<file path="config.mk">
export PLATFORM = sky130hd
export DESIGN_NAME = sdac_host
export DESIGN_NICKNAME = d
export VERILOG_FILES = /design/src/rtl/sdac_pkg.sv /design/src/rtl/sdac_timer.sv /design/src/rtl/sdac_shift.sv /design/src/rtl/sdac_seq.sv /design/src/rtl/sdac_host.sv
export SDC_FILE = /design/constraint.sdc
export NUM_CORES = 1
export LEC_CHECK = 0
export ABC_AREA = 1
export CAP_MARGIN = 20
export CORE_MARGIN = 5
export CORE_UTILIZATION = 53
export DETAILED_ROUTE_END_ITERATION = 12
export MAX_ROUTING_LAYER = met4
export PLACE_DENSITY = 0.87
export SYNTH_ARGS = -nofsm -noshare
export SYNTH_HDL_FRONTEND = slang
export SYNTH_SLANG_ARGS = --single-unit
</file>
<file path="constraint.sdc">
create_clock -name clk -period 1.6 [get_ports clk]
set_input_delay 0.32 -clock clk [delete_from_list [all_inputs] [get_ports clk]]
set_output_delay 0.32 -clock clk [all_outputs]
set_load 0.005 [all_outputs]
</file>
<file path="src/rtl/sdac_pkg.sv">
package sdac_pkg;

    localparam int WORD_W = 16;

    typedef enum logic [2:0] {
        OP_WR_NOW   = 3'd0,
        OP_WR_LATER = 3'd1,
        OP_STROBE   = 3'd2,
        OP_SLEEP    = 3'd3,
        OP_WAKE     = 3'd4
    } sdac_op_e;

    typedef enum logic [3:0] {
        ST_IDLE,
        ST_DONE,
        ST_WAKE,
        ST_LD_PRE,
        ST_CS_LEAD,
        ST_SHIFT,
        ST_CS_TRAIL,
        ST_GAP,
        ST_LD_PULSE,
        ST_SLP_TOG,
        ST_SLP_LO,
        ST_SLP_HI
    } sdac_state_e;

    typedef struct packed {
        logic cs_n;
        logic sclk;
        logic ldac_n;
    } sdac_pins_t;

    typedef struct packed {
        sdac_op_e          op;
        logic [WORD_W-1:0] code;
    } sdac_cmd_t;

    function automatic int max4(input int a, input int b, input int c, input int d);
        int m;
        m = a;
        if (b > m) m = b;
        if (c > m) m = c;
        if (d > m) m = d;
        return m;
    endfunction

    function automatic logic is_write(input sdac_op_e op);
        return (op == OP_WR_NOW) || (op == OP_WR_LATER);
    endfunction

endpackage

</file>
<file path="src/rtl/sdac_timer.sv">
module sdac_timer #(
    parameter int TW = 8
) (
    input  logic          clk,
    input  logic          rst,
    input  logic          load,
    input  logic [TW-1:0] load_val,
    output logic          done
);
    logic [TW-1:0] cnt;

    always_ff @(posedge clk) begin
        if (rst) begin
            cnt <= '0;
        end else if (load) begin
            cnt <= load_val;
        end else if (cnt != '0) begin
            cnt <= cnt - 1'b1;
        end
    end

    assign done = (cnt == '0);

    AST_TIMER_DOWN: assert property (@(posedge clk) disable iff (rst)
        (!$past(load) && $past(cnt) != '0) |-> (cnt == $past(cnt) - 1'b1));

endmodule

</file>
<file path="src/rtl/sdac_shift.sv">
module sdac_shift #(
    parameter int W  = 16,
    localparam int CW = $clog2(W + 1)
) (
    input  logic         clk,
    input  logic         rst,
    input  logic         load,
    input  logic [W-1:0] data,
    input  logic         rise,
    input  logic         fall,
    output logic         bit_o,
    output logic         last
);
    logic [W-1:0]  sreg;
    logic [CW-1:0] edges;

    always_ff @(posedge clk) begin
        if (rst) begin
            sreg  <= '0;
            edges <= '0;
        end else if (load) begin
            sreg  <= data;
            edges <= '0;
        end else begin
            if (rise) edges <= edges + 1'b1;
            if (fall) sreg  <= {sreg[W-2:0], 1'b0};
        end
    end

    assign bit_o = sreg[W-1];
    assign last  = (edges == CW'(W));

    AST_NO_EXTRA_EDGE: assert property (@(posedge clk) disable iff (rst)
        rise |-> (edges < CW'(W)));

    AST_SHIFT_AFTER_EDGE: assert property (@(posedge clk) disable iff (rst)
        fall |-> (edges != '0));

endmodule

</file>
<file path="src/rtl/sdac_seq.sv">
module sdac_seq
    import sdac_pkg::*;
#(
    parameter int HALF_CYC  = 5,
    parameter int SETUP_CYC = 2,
    parameter int GAP_CYC   = 4,
    parameter int WAKE_CYC  = 10000,
    parameter int TW        = 16
) (
    input  logic              clk,
    input  logic              rst,
    input  logic              cmd_valid,
    input  logic [2:0]        cmd_op,
    input  logic [WORD_W-1:0] cmd_code,
    output logic              cmd_ready,
    output sdac_pins_t        pins,
    output logic              sh_load,
    output logic [WORD_W-1:0] sh_data,
    output logic              sh_rise,
    output logic              sh_fall,
    input  logic              sh_last,
    output logic              tmr_load,
    output logic [TW-1:0]     tmr_val,
    input  logic              tmr_done
);
    localparam logic [TW-1:0] T_HALF  = TW'(HALF_CYC - 1);
    localparam logic [TW-1:0] T_SETUP = TW'(SETUP_CYC - 1);
    localparam logic [TW-1:0] T_GAP   = TW'(GAP_CYC - 1);
    localparam logic [TW-1:0] T_WAKE  = TW'(WAKE_CYC - 1);

    sdac_state_e state, state_d;
    sdac_pins_t  pins_q, pins_d;
    sdac_cmd_t   cmd_q, cmd_d;
    logic        asleep, asleep_d;
    logic        pend_q, pend_d;
    logic        second_q, second_d;
    logic        begin_wr;
    sdac_op_e    in_op;
    sdac_op_e    wr_op;

    assign in_op     = sdac_op_e'(cmd_op);
    assign cmd_ready = (state == ST_IDLE);
    assign pins      = pins_q;

    always_comb begin
        state_d  = state;
        pins_d   = pins_q;
        cmd_d    = cmd_q;
        asleep_d = asleep;
        pend_d   = pend_q;
        second_d = second_q;
        tmr_load = 1'b0;
        tmr_val  = '0;
        sh_load  = 1'b0;
        sh_data  = cmd_q.code;
        sh_rise  = 1'b0;
        sh_fall  = 1'b0;
        begin_wr = 1'b0;
        wr_op    = cmd_q.op;

        unique case (state)
            ST_IDLE: begin
                if (cmd_valid) begin
                    cmd_d.op   = in_op;
                    cmd_d.code = cmd_code;
                    wr_op      = in_op;
                    sh_data    = cmd_code;
                    if (is_write(in_op)) begin
                        if (asleep) begin
                            pins_d.sclk = ~pins_q.sclk;
                            asleep_d    = 1'b0;
                            pend_d      = 1'b1;
                            state_d     = ST_WAKE;
                            tmr_load    = 1'b1;
                            tmr_val     = T_WAKE;
                        end else begin
                            begin_wr = 1'b1;
                        end
                    end else if (in_op == OP_STROBE) begin
                        pins_d.ldac_n = 1'b0;
                        state_d       = ST_LD_PULSE;
                        tmr_load      = 1'b1;
                        tmr_val       = T_GAP;
                    end else if (in_op == OP_SLEEP && !asleep) begin
                        pins_d.sclk = ~pins_q.sclk;
                        second_d    = 1'b0;
                        state_d     = ST_SLP_TOG;
                        tmr_load    = 1'b1;
                        tmr_val     = T_SETUP;
                    end else if (in_op == OP_WAKE && asleep) begin
                        pins_d.sclk = ~pins_q.sclk;
                        asleep_d    = 1'b0;
                        pend_d      = 1'b0;
                        state_d     = ST_WAKE;
                        tmr_load    = 1'b1;
                        tmr_val     = T_WAKE;
                    end else begin
                        state_d = ST_DONE;
                    end
                end
            end
            ST_DONE: begin
                state_d = ST_IDLE;
            end
            ST_WAKE: begin
                if (tmr_done) begin
                    if (pend_q) begin
                        pend_d   = 1'b0;
                        begin_wr = 1'b1;
                    end else begin
                        state_d = ST_IDLE;
                    end
                end
            end
            ST_LD_PRE: begin
                if (tmr_done) begin
                    pins_d.cs_n = 1'b0;
                    sh_load     = 1'b1;
                    state_d     = ST_CS_LEAD;
                    tmr_load    = 1'b1;
                    tmr_val     = T_SETUP;
                end
            end
            ST_CS_LEAD: begin
                if (tmr_done) begin
                    state_d  = ST_SHIFT;
                    tmr_load = 1'b1;
                    tmr_val  = T_HALF;
                end
            end
            ST_SHIFT: begin
                if (tmr_done) begin
                    tmr_load = 1'b1;
                    tmr_val  = T_HALF;
                    if (!pins_q.sclk) begin
                        pins_d.sclk = 1'b1;
                        sh_rise     = 1'b1;
                    end else begin
                        pins_d.sclk = 1'b0;
                        if (sh_last) begin
                            state_d = ST_CS_TRAIL;
                            tmr_val = T_SETUP;
                        end else begin
                            sh_fall = 1'b1;
                        end
                    end
                end
            end
            ST_CS_TRAIL: begin
                if (tmr_done) begin
                    pins_d.cs_n = 1'b1;
                    state_d     = ST_GAP;
                    tmr_load    = 1'b1;
                    tmr_val     = T_GAP;
                end
            end
            ST_GAP: begin
                if (tmr_done) begin
                    pins_d.ldac_n = 1'b1;
                    state_d       = ST_IDLE;
                end
            end
            ST_LD_PULSE: begin
                if (tmr_done) begin
                    pins_d.ldac_n = 1'b1;
                    state_d       = ST_GAP;
                    tmr_load      = 1'b1;
                    tmr_val       = T_GAP;
                end
            end
            ST_SLP_TOG: begin
                if (tmr_done) begin
                    pins_d.cs_n = 1'b0;
                    state_d     = ST_SLP_LO;
                    tmr_load    = 1'b1;
                    tmr_val     = T_GAP;
                end
            end
            ST_SLP_LO: begin
                if (tmr_done) begin
                    pins_d.cs_n = 1'b1;
                    state_d     = ST_SLP_HI;
                    tmr_load    = 1'b1;
                    tmr_val     = T_GAP;
                end
            end
            ST_SLP_HI: begin
                if (tmr_done) begin
                    if (!second_q) begin
                        second_d    = 1'b1;
                        pins_d.cs_n = 1'b0;
                        state_d     = ST_SLP_LO;
                        tmr_load    = 1'b1;
                        tmr_val     = T_GAP;
                    end else begin
                        asleep_d = 1'b1;
                        state_d  = ST_IDLE;
                    end
                end
            end
            default: state_d = ST_IDLE;
        endcase

        if (begin_wr) begin
            tmr_load = 1'b1;
            tmr_val  = T_SETUP;
            if (wr_op == OP_WR_NOW) begin
                pins_d.ldac_n = 1'b0;
                state_d       = ST_LD_PRE;
            end else begin
                pins_d.cs_n = 1'b0;
                sh_load     = 1'b1;
                state_d     = ST_CS_LEAD;
            end
        end
    end

    always_ff @(posedge clk) begin
        if (rst) begin
            state    <= ST_IDLE;
            pins_q   <= '{cs_n: 1'b1, sclk: 1'b0, ldac_n: 1'b1};
            cmd_q    <= '{op: OP_WR_NOW, code: '0};
            asleep   <= 1'b0;
            pend_q   <= 1'b0;
            second_q <= 1'b0;
        end else begin
            state    <= state_d;
            pins_q   <= pins_d;
            cmd_q    <= cmd_d;
            asleep   <= asleep_d;
            pend_q   <= pend_d;
            second_q <= second_d;
        end
    end

    AST_IDLE_LEVELS: assert property (@(posedge clk) disable iff (rst)
        (cmd_ready && !asleep) |-> (pins_q.cs_n && !pins_q.sclk && pins_q.ldac_n));

    AST_LDAC_EDGE_CS_HIGH: assert property (@(posedge clk) disable iff (rst)
        (pins_q.ldac_n != $past(pins_q.ldac_n)) |-> (pins_q.cs_n && $past(pins_q.cs_n)));

    AST_LDAC_STEADY_IN_FRAME: assert property (@(posedge clk) disable iff (rst)
        (!pins_q.cs_n && !$past(pins_q.cs_n)) |-> $stable(pins_q.ldac_n));

    AST_SCLK_FROZEN: assert property (@(posedge clk) disable iff (rst)
        (asleep && $past(asleep)) |-> $stable(pins_q.sclk));

    AST_BUSY_AFTER_ACCEPT: assert property (@(posedge clk) disable iff (rst)
        (cmd_valid && cmd_ready) |=> !cmd_ready);

    AST_SLEEP_NO_EDGES: assert property (@(posedge clk) disable iff (rst)
        (state == ST_SLP_LO) |-> !pins_q.sclk || $stable(pins_q.sclk));

endmodule

</file>
<file path="src/rtl/sdac_host.sv">
module sdac_host
    import sdac_pkg::*;
#(
    parameter int HALF_CYC  = 5,
    parameter int SETUP_CYC = 2,
    parameter int GAP_CYC   = 4,
    parameter int WAKE_CYC  = 10000
) (
    input  logic              clk,
    input  logic              rst,
    input  logic              cmd_valid,
    output logic              cmd_ready,
    input  logic [2:0]        cmd_op,
    input  logic [WORD_W-1:0] cmd_code,
    output logic              dac_cs_n,
    output logic              dac_sclk,
    output logic              dac_din,
    output logic              dac_ldac_n
);
    localparam int MAX_CYC = max4(HALF_CYC, SETUP_CYC, GAP_CYC, WAKE_CYC);
    localparam int TW      = $clog2(MAX_CYC + 1) + 1;

    sdac_pins_t        pins;
    logic              sh_load, sh_rise, sh_fall, sh_last, sh_bit;
    logic [WORD_W-1:0] sh_data;
    logic              tmr_load, tmr_done;
    logic [TW-1:0]     tmr_val;

    sdac_seq #(
        .HALF_CYC  (HALF_CYC),
        .SETUP_CYC (SETUP_CYC),
        .GAP_CYC   (GAP_CYC),
        .WAKE_CYC  (WAKE_CYC),
        .TW        (TW)
    ) u_seq (
        .clk       (clk),
        .rst       (rst),
        .cmd_valid (cmd_valid),
        .cmd_op    (cmd_op),
        .cmd_code  (cmd_code),
        .cmd_ready (cmd_ready),
        .pins      (pins),
        .sh_load   (sh_load),
        .sh_data   (sh_data),
        .sh_rise   (sh_rise),
        .sh_fall   (sh_fall),
        .sh_last   (sh_last),
        .tmr_load  (tmr_load),
        .tmr_val   (tmr_val),
        .tmr_done  (tmr_done)
    );

    sdac_shift #(.W(WORD_W)) u_shift (
        .clk   (clk),
        .rst   (rst),
        .load  (sh_load),
        .data  (sh_data),
        .rise  (sh_rise),
        .fall  (sh_fall),
        .bit_o (sh_bit),
        .last  (sh_last)
    );

    sdac_timer #(.TW(TW)) u_timer (
        .clk      (clk),
        .rst      (rst),
        .load     (tmr_load),
        .load_val (tmr_val),
        .done     (tmr_done)
    );

    assign dac_cs_n   = pins.cs_n;
    assign dac_sclk   = pins.sclk;
    assign dac_ldac_n = pins.ldac_n;
    assign dac_din    = sh_bit;

    AST_DIN_STABLE_AT_RISE: assert property (@(posedge clk) disable iff (rst)
        $rose(dac_sclk) |-> $stable(dac_din));

endmodule

</file>
==> metrics.txt, run 1 <==
Yosys top cell area share 0.355; largest net degree at the start of global routing 32; chip height roughly 93 um; total CTS buffers 9; Yosys warning count 0; grt ovf 115; Mean Syn Cell Area 6.72 um^2; gpl congestion 0.939; Async SR Flop Fraction 0; Max clock buf depth 2; Synth area leader dfxtp_1; CTS sink cnt 65; status stopped before the end; H-tree levels 3; Stopped at global routing; synthesized area 3660 um^2; Post-synth EDFFs 0; Distinct cells, synth 37; Gate Count Post-Synth around 550; IO Count 27; # rows 30; top-count cell post-synth nand2_1; largest cells by area after synthesis dfxtp_1 (36%), nand2_1 (12%), nand3_1 (8.7%); Log Error [ERROR GRT-0232] Routing congestion too high. Check the congestion heatmap in the GUI.; die width 93.1 um; placed insts 750; last worst endpoint in the global-route repair_timing u_shift.sreg[2]$_SDFFE_PP0P_/D; Worst EP kind register input; Starting Density 0.542; GRT Util Overall 0.732; synthesized flop and latch total 65; Hold-fix buffers, CTS 0; HPWL Detailed 8.45 mm; net count after synthesis 570; Seq/Total Area, Yosys 0.355; Root Driver clkbuf_8; Synth Flop Type dfxtp_1; Commonest cells post-synth nand2_1 (120), nor2_1 (82), dfxtp_1 (65); count of input and output buffers 26; DP Area slightly below 5000 um^2
per-layer routing:
layer / GRT overflow / track usage
met5: - / -
met4: 36 / 0.800
met3: 0 / 0.475
met2: 79 / 0.939
met1: 0 / 0.692
per-stage QoR:
| step | TNS (ns) | hold slack (ns) | setup WS, ns |
|---|---|---|---|
| 2_1_floorplan | 0 | 0.443 | 0.00379 |
| 3_3_place_gp | -19.14 | 0.455 | -0.438 |
| 3_5_place_dp | -23.25 | 0.473 | -0.557 |
| 4_1_cts | -4.62 | 0.485 | -0.179 |
timing repair:
| item | CTS |
|---|---|
| setup endpoints to repair | 50 |
| resized for setup | 115 |
| gates cloned | 2 |
| setup buffers | 20 |
| pin swaps | 36 |
cell families after synthesis:
logic type / after synthesis / synth area share
and+or+nand+nor: 321 / 0.400
buffers and inverters: 74 / 0.0826
muxes: 15 / 0.0410
AOI/OAI and AO/OA: 56 / 0.0844
DFF: 65 / 0.355
adders and majority gates: 3 / 0.0102
xor gates and xnor gates: 11 / 0.0263
==> run 2: changes to the inputs <==
--- a/config.mk
+++ b/config.mk
@@ -8,10 +8,9 @@
 export ABC_AREA = 1
 export CAP_MARGIN = 20
 export CORE_MARGIN = 5
-export CORE_UTILIZATION = 53
+export CORE_UTILIZATION = 40
 export DETAILED_ROUTE_END_ITERATION = 12
-export MAX_ROUTING_LAYER = met4
-export PLACE_DENSITY = 0.87
+export PLACE_DENSITY_LB_ADDON = 0.15
 export SYNTH_ARGS = -nofsm -noshare
 export SYNTH_HDL_FRONTEND = slang
 export SYNTH_SLANG_ARGS = --single-unit
==> constraint.sdc (replaced) <==
create_clock -name clk -period 2.08 [get_ports clk]
set_input_delay 0.416 -clock clk [delete_from_list [all_inputs] [get_ports clk]]
set_output_delay 0.416 -clock clk [all_outputs]
set_load 0.005 [all_outputs]
==> metrics.txt, run 2 <==
status finished, final reports clean; CP Capture Type primary output; initial antenna violation count 0; Commonest cells post-synth nand2_1 (120), nor2_1 (82), dfxtp_1 (65); DRT antenna net count 0; net count after synthesis 570; CP startpoint kind flip-flop; P_int 3480 uW; grt ovf 0; Yosys warning count 0; Comb pwr share 0.501; Bufs and invs on worst path 2; P_leak between 0.002 and 0.0025 uW; Clock Skew 0.0154 ns; Gate Count Post-Synth 545; setup slack, reg-to-reg 0.19 ns; hold path cells 2; nets@finish 635; most frequent cells in the layout nand2_1 (119), nor2_1 (78), nand3_1 (64); placed insts about 700; 1st-iter DRT viols about 190; IO Count 27; Peak VDD IR 0.468 mV; largest cells by area after synthesis dfxtp_1 (36%), nand2_1 (12%), nand3_1 (8.7%); total CTS buffers 9; Least-Margin Pin Slew a little over 0.6 ns; Worst path max stage delay 0.50 ns; synthesized area 3660 um^2; Max clock buf depth 2; Via Count 3744; CP top delay family buffers and inverters; die width around 110 um; Relative slew margins 0.595; Worst path slowest cell clkdlybuf4s50_1; Hold Path End u_shift.sreg[0]; Psw 2540 uW; count of input and output buffers 26; fin crit period 2.00 ns; Yosys top cell area share 0.355; DP Area 4300 um^2; hold path startpoint u_shift.sreg[0]; Root Driver clkbuf_8; GRT Util Overall 0.183; Post-synth EDFFs 0; largest net degree at the start of global routing 42; Distinct cells, synth 37; commonest non-fill, non-tap cell in the layout nand2_1; Reg power frac 0.290; Async SR Flop Fraction 0; worst-path fanout max 4; # rows 35; global-route wire length before repair 16.8 mm; max reg flops 19; RSZ-0062 raised after global routing false; Mean Syn Cell Area 6.72 um^2; layout cells sized above 1 0.163; Clock Pin Slew Worst Setup and Hold Paths 0.08 ns; non-filler instance count after layout 726; Max Freq 500 MHz; H-tree levels 3; Power Total 6020 uW; Final Cycle Share 0.961; top-count cell post-synth nand2_1; HPWL Detailed slightly above 7 mm; Crit Path Class reg2out; final slew viol count 0; First-pass DRT Iterations 5; n_diodes 0; Hold-fix buffers, CTS 0; final hold vios 0; r2r worst-path depth 12; Worst Path Required between 1.5 and 2 ns; Worst R2R End u_timer.cnt[11]; Reg with most FFs u_seq.cmd_q; Synth area leader dfxtp_1; synthesized flop and latch total 65; chip height between 100 and 150 um; Clock power frac 0.209; Post-Route WL 9.71 mm; gpl congestion 0.940; final instance area 4610 um^2; TritonCTS clock tree done; vias in the first global route around 3700; core area a little over 9000 um^2; CTS sink cnt 65; crit-path cells nor2_4 > nand2_1 > inv_2 > clkdlybuf4s50_1; clk_lat worst skew 0.35 ns; WL/cell 13.4 um; Area Growth Syn to Fin 25.7%; Avg Vias per Cell 5.16; area of the die 11200 um^2; Synth Flop Type dfxtp_1; DRC errors left 0; Cell Pwr Density 1310 nW/um^2; setup violators final 0; Largest regs u_seq.cmd_q: 19 flops, u_shift.sreg: 16 flops, u_timer.cnt: 15 flops; Starting Density 0.404; Seq/Total Area, Yosys 0.355; max cap viols 0; RR Startpoint u_seq.state[2]; sw frac 0.422; Hold Crit Class reg2reg; crit path DAT about 1.6 ns
run 2: cell counts after synthesis:
Identical to the previous run, type by type.
run 2: power by group through the flow:
| stage | logic [uW] | clock network (uW) | registers, uW |
|---|---|---|---|
| 2_1_floorplan | 2000 | 0 | 1720 |
| 3_3_place_gp | 2790 | 0 | 1760 |
| 3_5_place_dp | 2800 | 0 | 1760 |
| 4_1_cts | 2870 | 1280 | 1740 |
| 5_1_grt | 3420 | 1340 | 1780 |
| 6_report | 3010 | 1260 | 1740 |
run 2: area by class of cell:
type | instances | area, um^2
clock buffers | 10 | 138
fillers | 874 | 4460
clock inverters | 6 | 90.1
multi-input cells | 406 | 2090
well taps | 111 | 139
repair buffers | 72 | 631
inverters | 56 | 210
flip-flops and latches | 65 | 1300
run 2: repair_timing:
action / CTS / global route
endpoints found under the setup margin: 20 / 39
resized for setup: 3 / 11
setup buffers: 2 / 4
pin swaps: 2 / 1
run 2: per-layer routing:
layer	GRT usage	part of all wire	up-vias
met1	0.221	0.45	1673
met2	0.309	0.47	114
li1	-	-	1932
met4	0.0842	0.026	0
met3	0.0398	0.052	25
met5	0	0	-
run 2: cell families (layout without fill, tap and decap cells):
logic type,after synthesis,after routing,share of synthesized area
and+or+nand+nor,321,321,0.400
buffers and inverters,74,144,0.0826
DFF,65,65,0.355
AOI/OAI and AO/OA,56,56,0.0844
muxes,15,15,0.0410
xor gates and xnor gates,11,11,0.0263
adders and majority gates,3,3,0.0102
run 2: worst max-delay path by stage:
stage / from / end / slack [ns] / cells after the start
after floorplan: u_timer.cnt[0] / u_shift.sreg[10] / 0.34 / 10
after global placement: cmd_op[1] / u_timer.cnt[13] / -0.08 / 13
after detailed placement: cmd_op[2] / u_timer.cnt[13] / -0.16 / 13
after CTS: u_timer.cnt[0] / u_shift.sreg[15] / 0.01 / 12
after global routing: u_seq.state[1] / cmd_ready / 0.007 / 4
final: u_seq.state[1] / cmd_ready / 0.08 / 4
run 2: per-stage QoR:
step	worst slack (ns)	hold slack, ns	TNS (ns)	utilization
2_1_floorplan	0.336	0.443	0	-
3_3_place_gp	-0.0834	0.460	-1.57	0.474
3_5_place_dp	-0.158	0.464	-2.85	0.474
4_1_cts	0.0127	0.476	0	0.501
5_1_grt	0.00661	0.517	0	0.508
6_report	0.0809	0.470	0	0.508
run 2: tightest hold or removal path, stage by stage, from the launching register on:
cell and delay (ns):
dfxtp_1 0.31, nand3_1 0.07, nand2_1 0.04
Note: power is estimated with default switching activity, not from simulation.
==> run 3: changes to the inputs <==
--- a/config.mk
+++ b/config.mk
@@ -10,6 +10,7 @@
 export CORE_MARGIN = 5
 export CORE_UTILIZATION = 40
 export DETAILED_ROUTE_END_ITERATION = 12
+export DONT_BUFFER_PORTS = 1
 export PLACE_DENSITY_LB_ADDON = 0.15
 export SYNTH_ARGS = -nofsm -noshare
 export SYNTH_HDL_FRONTEND = slang
==> metrics.txt, run 3 (synthesis gave the netlist of run 2 again) <==
Post-Route WL 9.39 mm; Avg Vias per Cell 5.27; Worst path slowest cell dfxtp_1; commonest non-fill, non-tap cell in the layout nand2_1; max cap viols 0; setup violators final 0; worst-path fanout max 6; Clock Skew 0.0132 ns; CTS sink cnt 65; fin crit period 1.89 ns; Least-Margin Pin Slew 0.609 ns; most frequent cells in the layout nand2_1 (119), nor2_1 (80), nand3_1 (64), dfxtp_1 (64), inv_1 (50); TritonCTS clock tree done; 1st-iter DRT viols 142; Crit path top cell by count nand2_2; Hold Crit Class in2reg; max reg flops 19; Peak VDD IR around 0.43 mV; final instance area 4110 um^2; Area Growth Syn to Fin 12.1%; count of input and output buffers 0; n_diodes 0; Via Count 3551; P_leak 0.00192 uW; vias in the first global route 3461; DP Area approximately 3800 um^2; layout cells sized above 1 0.121; Final Cycle Share 0.910; global-route wire length before repair 16.2 mm; Multi-input gate area 2080 um^2; chip height between 100 and 150 um; setup_tns 0 ns; Finished Core Util 0.453; Max Freq 528 MHz; storage element area ~1300 um^2; H-tree levels 3; Clock Pin Slew Worst Setup and Hold Paths around 0.08 ns; Worst path max stage delay about 0.43 ns; IO Count 27; fill count between 900 and 1000; area of the die 11200 um^2; RSZ-0062 raised after global routing false; die width 106 um; crit path DAT 2.17 ns; Power Total around 5500 uW; DRT antenna net count 0; Worst Path Required roughly 2.4 ns; RR Startpoint u_seq.state[2]; GRT Util Overall 0.178; Crit Path Class reg2reg; WL/cell between 10 and 15 um; Reg with most FFs u_seq.cmd_q; hold path cells 1; crit-path cells inv_1 > nand2_2 > nor2_4 > nand2_1 > nand3_1 > nand2_1 > nand2_2 > nor2_4 > nand2_2 > inv_2 > nand2_2 > nor3_2; initial antenna violation count 0; core area 9060 um^2; status finished, final reports clean; CP startpoint u_seq.state[2]; CP startpoint kind flip-flop; Root Driver clkbuf_8; r2r worst-path depth 12; Largest regs u_seq.cmd_q: 19 flops, u_shift.sreg: 16 flops, u_timer.cnt: 15 flops; # rows 35; Starting Density 0.404; gpl congestion approximately 0.9; Hold-fix buffers, CTS 0; Max clock buf depth 2; HPWL Detailed 6.77 mm; grt ovf 0; clk_lat worst skew 0.35 ns; nets@finish 583; CP Capture Type flip-flop; hold path startpoint rst; non-filler instance count after layout 674; final slew viol count 0; final hold vios 0; Relative slew margins 0.594; largest net degree at the start of global routing 43; DRC errors left 0; Cell Pwr Density 1350 nW/um^2; First-pass DRT Iterations 5; total CTS buffers 9; placed insts 654
[run 3: cell count changes in the layout (fill, tap and decap cells not counted), sizes merged]
cell	previous run	this run
clkdlybuf4s50	26	0
inv	57	58
buf	46	20
bufinv	2	1
clkbuf	10	9
clkinv	2	3
[run 3: final cells by class]
type / count / share of cell area
sequential: 65 / 0.317
tap: 111 / 0.0338
clock buffer: 9 / 0.0302
clock inverter: 7 / 0.0189
multi-input combinational: 406 / 0.506
inverter: 56 / 0.0512
timing repair buffer: 20 / 0.0427
[run 3: critical path: cells and delay by family (launching register included)]
family	cells	cell delay, ns
DFF	1	0.43
and+or+nand+nor	10	1.18
buffers and inverters	2	0.22
[run 3: final timing paths]
path                                        to  slack, ns
worst max-delay path            u_timer.cnt[7]       0.19
worst max register to register  u_timer.cnt[7]       0.19
worst min register to register  u_seq.cmd_q[0]       0.47
worst min-delay path            u_seq.cmd_q[3]       0.13
[run 3: repair_timing]
item	in CTS	in global routing
endpoints found under the setup margin	0	29
setup buffers	0	4
resized for setup	0	6
[run 3: metrics by stage]
stage	hold WS (ns)	worst slack (ns)
after floorplan	0.443	0.336
after global placement	0.452	0.0766
after detailed placement	0.451	0.0710
after CTS	0.110	0.0543
after global routing	0.0992	0.00898
final	0.134	0.187
[run 3: per-layer routing]
layer | part of all wire | vias to the layer above | track usage
met4 | 0.021 | 0 | 0.0722
met5 | 0 | - | 0
met3 | 0.049 | 17 | 0.0459
li1 | - | 1821 | -
met1 | 0.46 | 1627 | 0.227
met2 | 0.47 | 86 | 0.285
[run 3: where the power goes]
| group | total, uW | internal (uW) | switching [uW] |
|---|---|---|---|
| clock | 1110 | 564 | 546 |
| sequential | 1730 | 1530 | 202 |
| combinational | 2690 | 1010 | 1680 |
| total | 5540 | 3110 | 2430 |
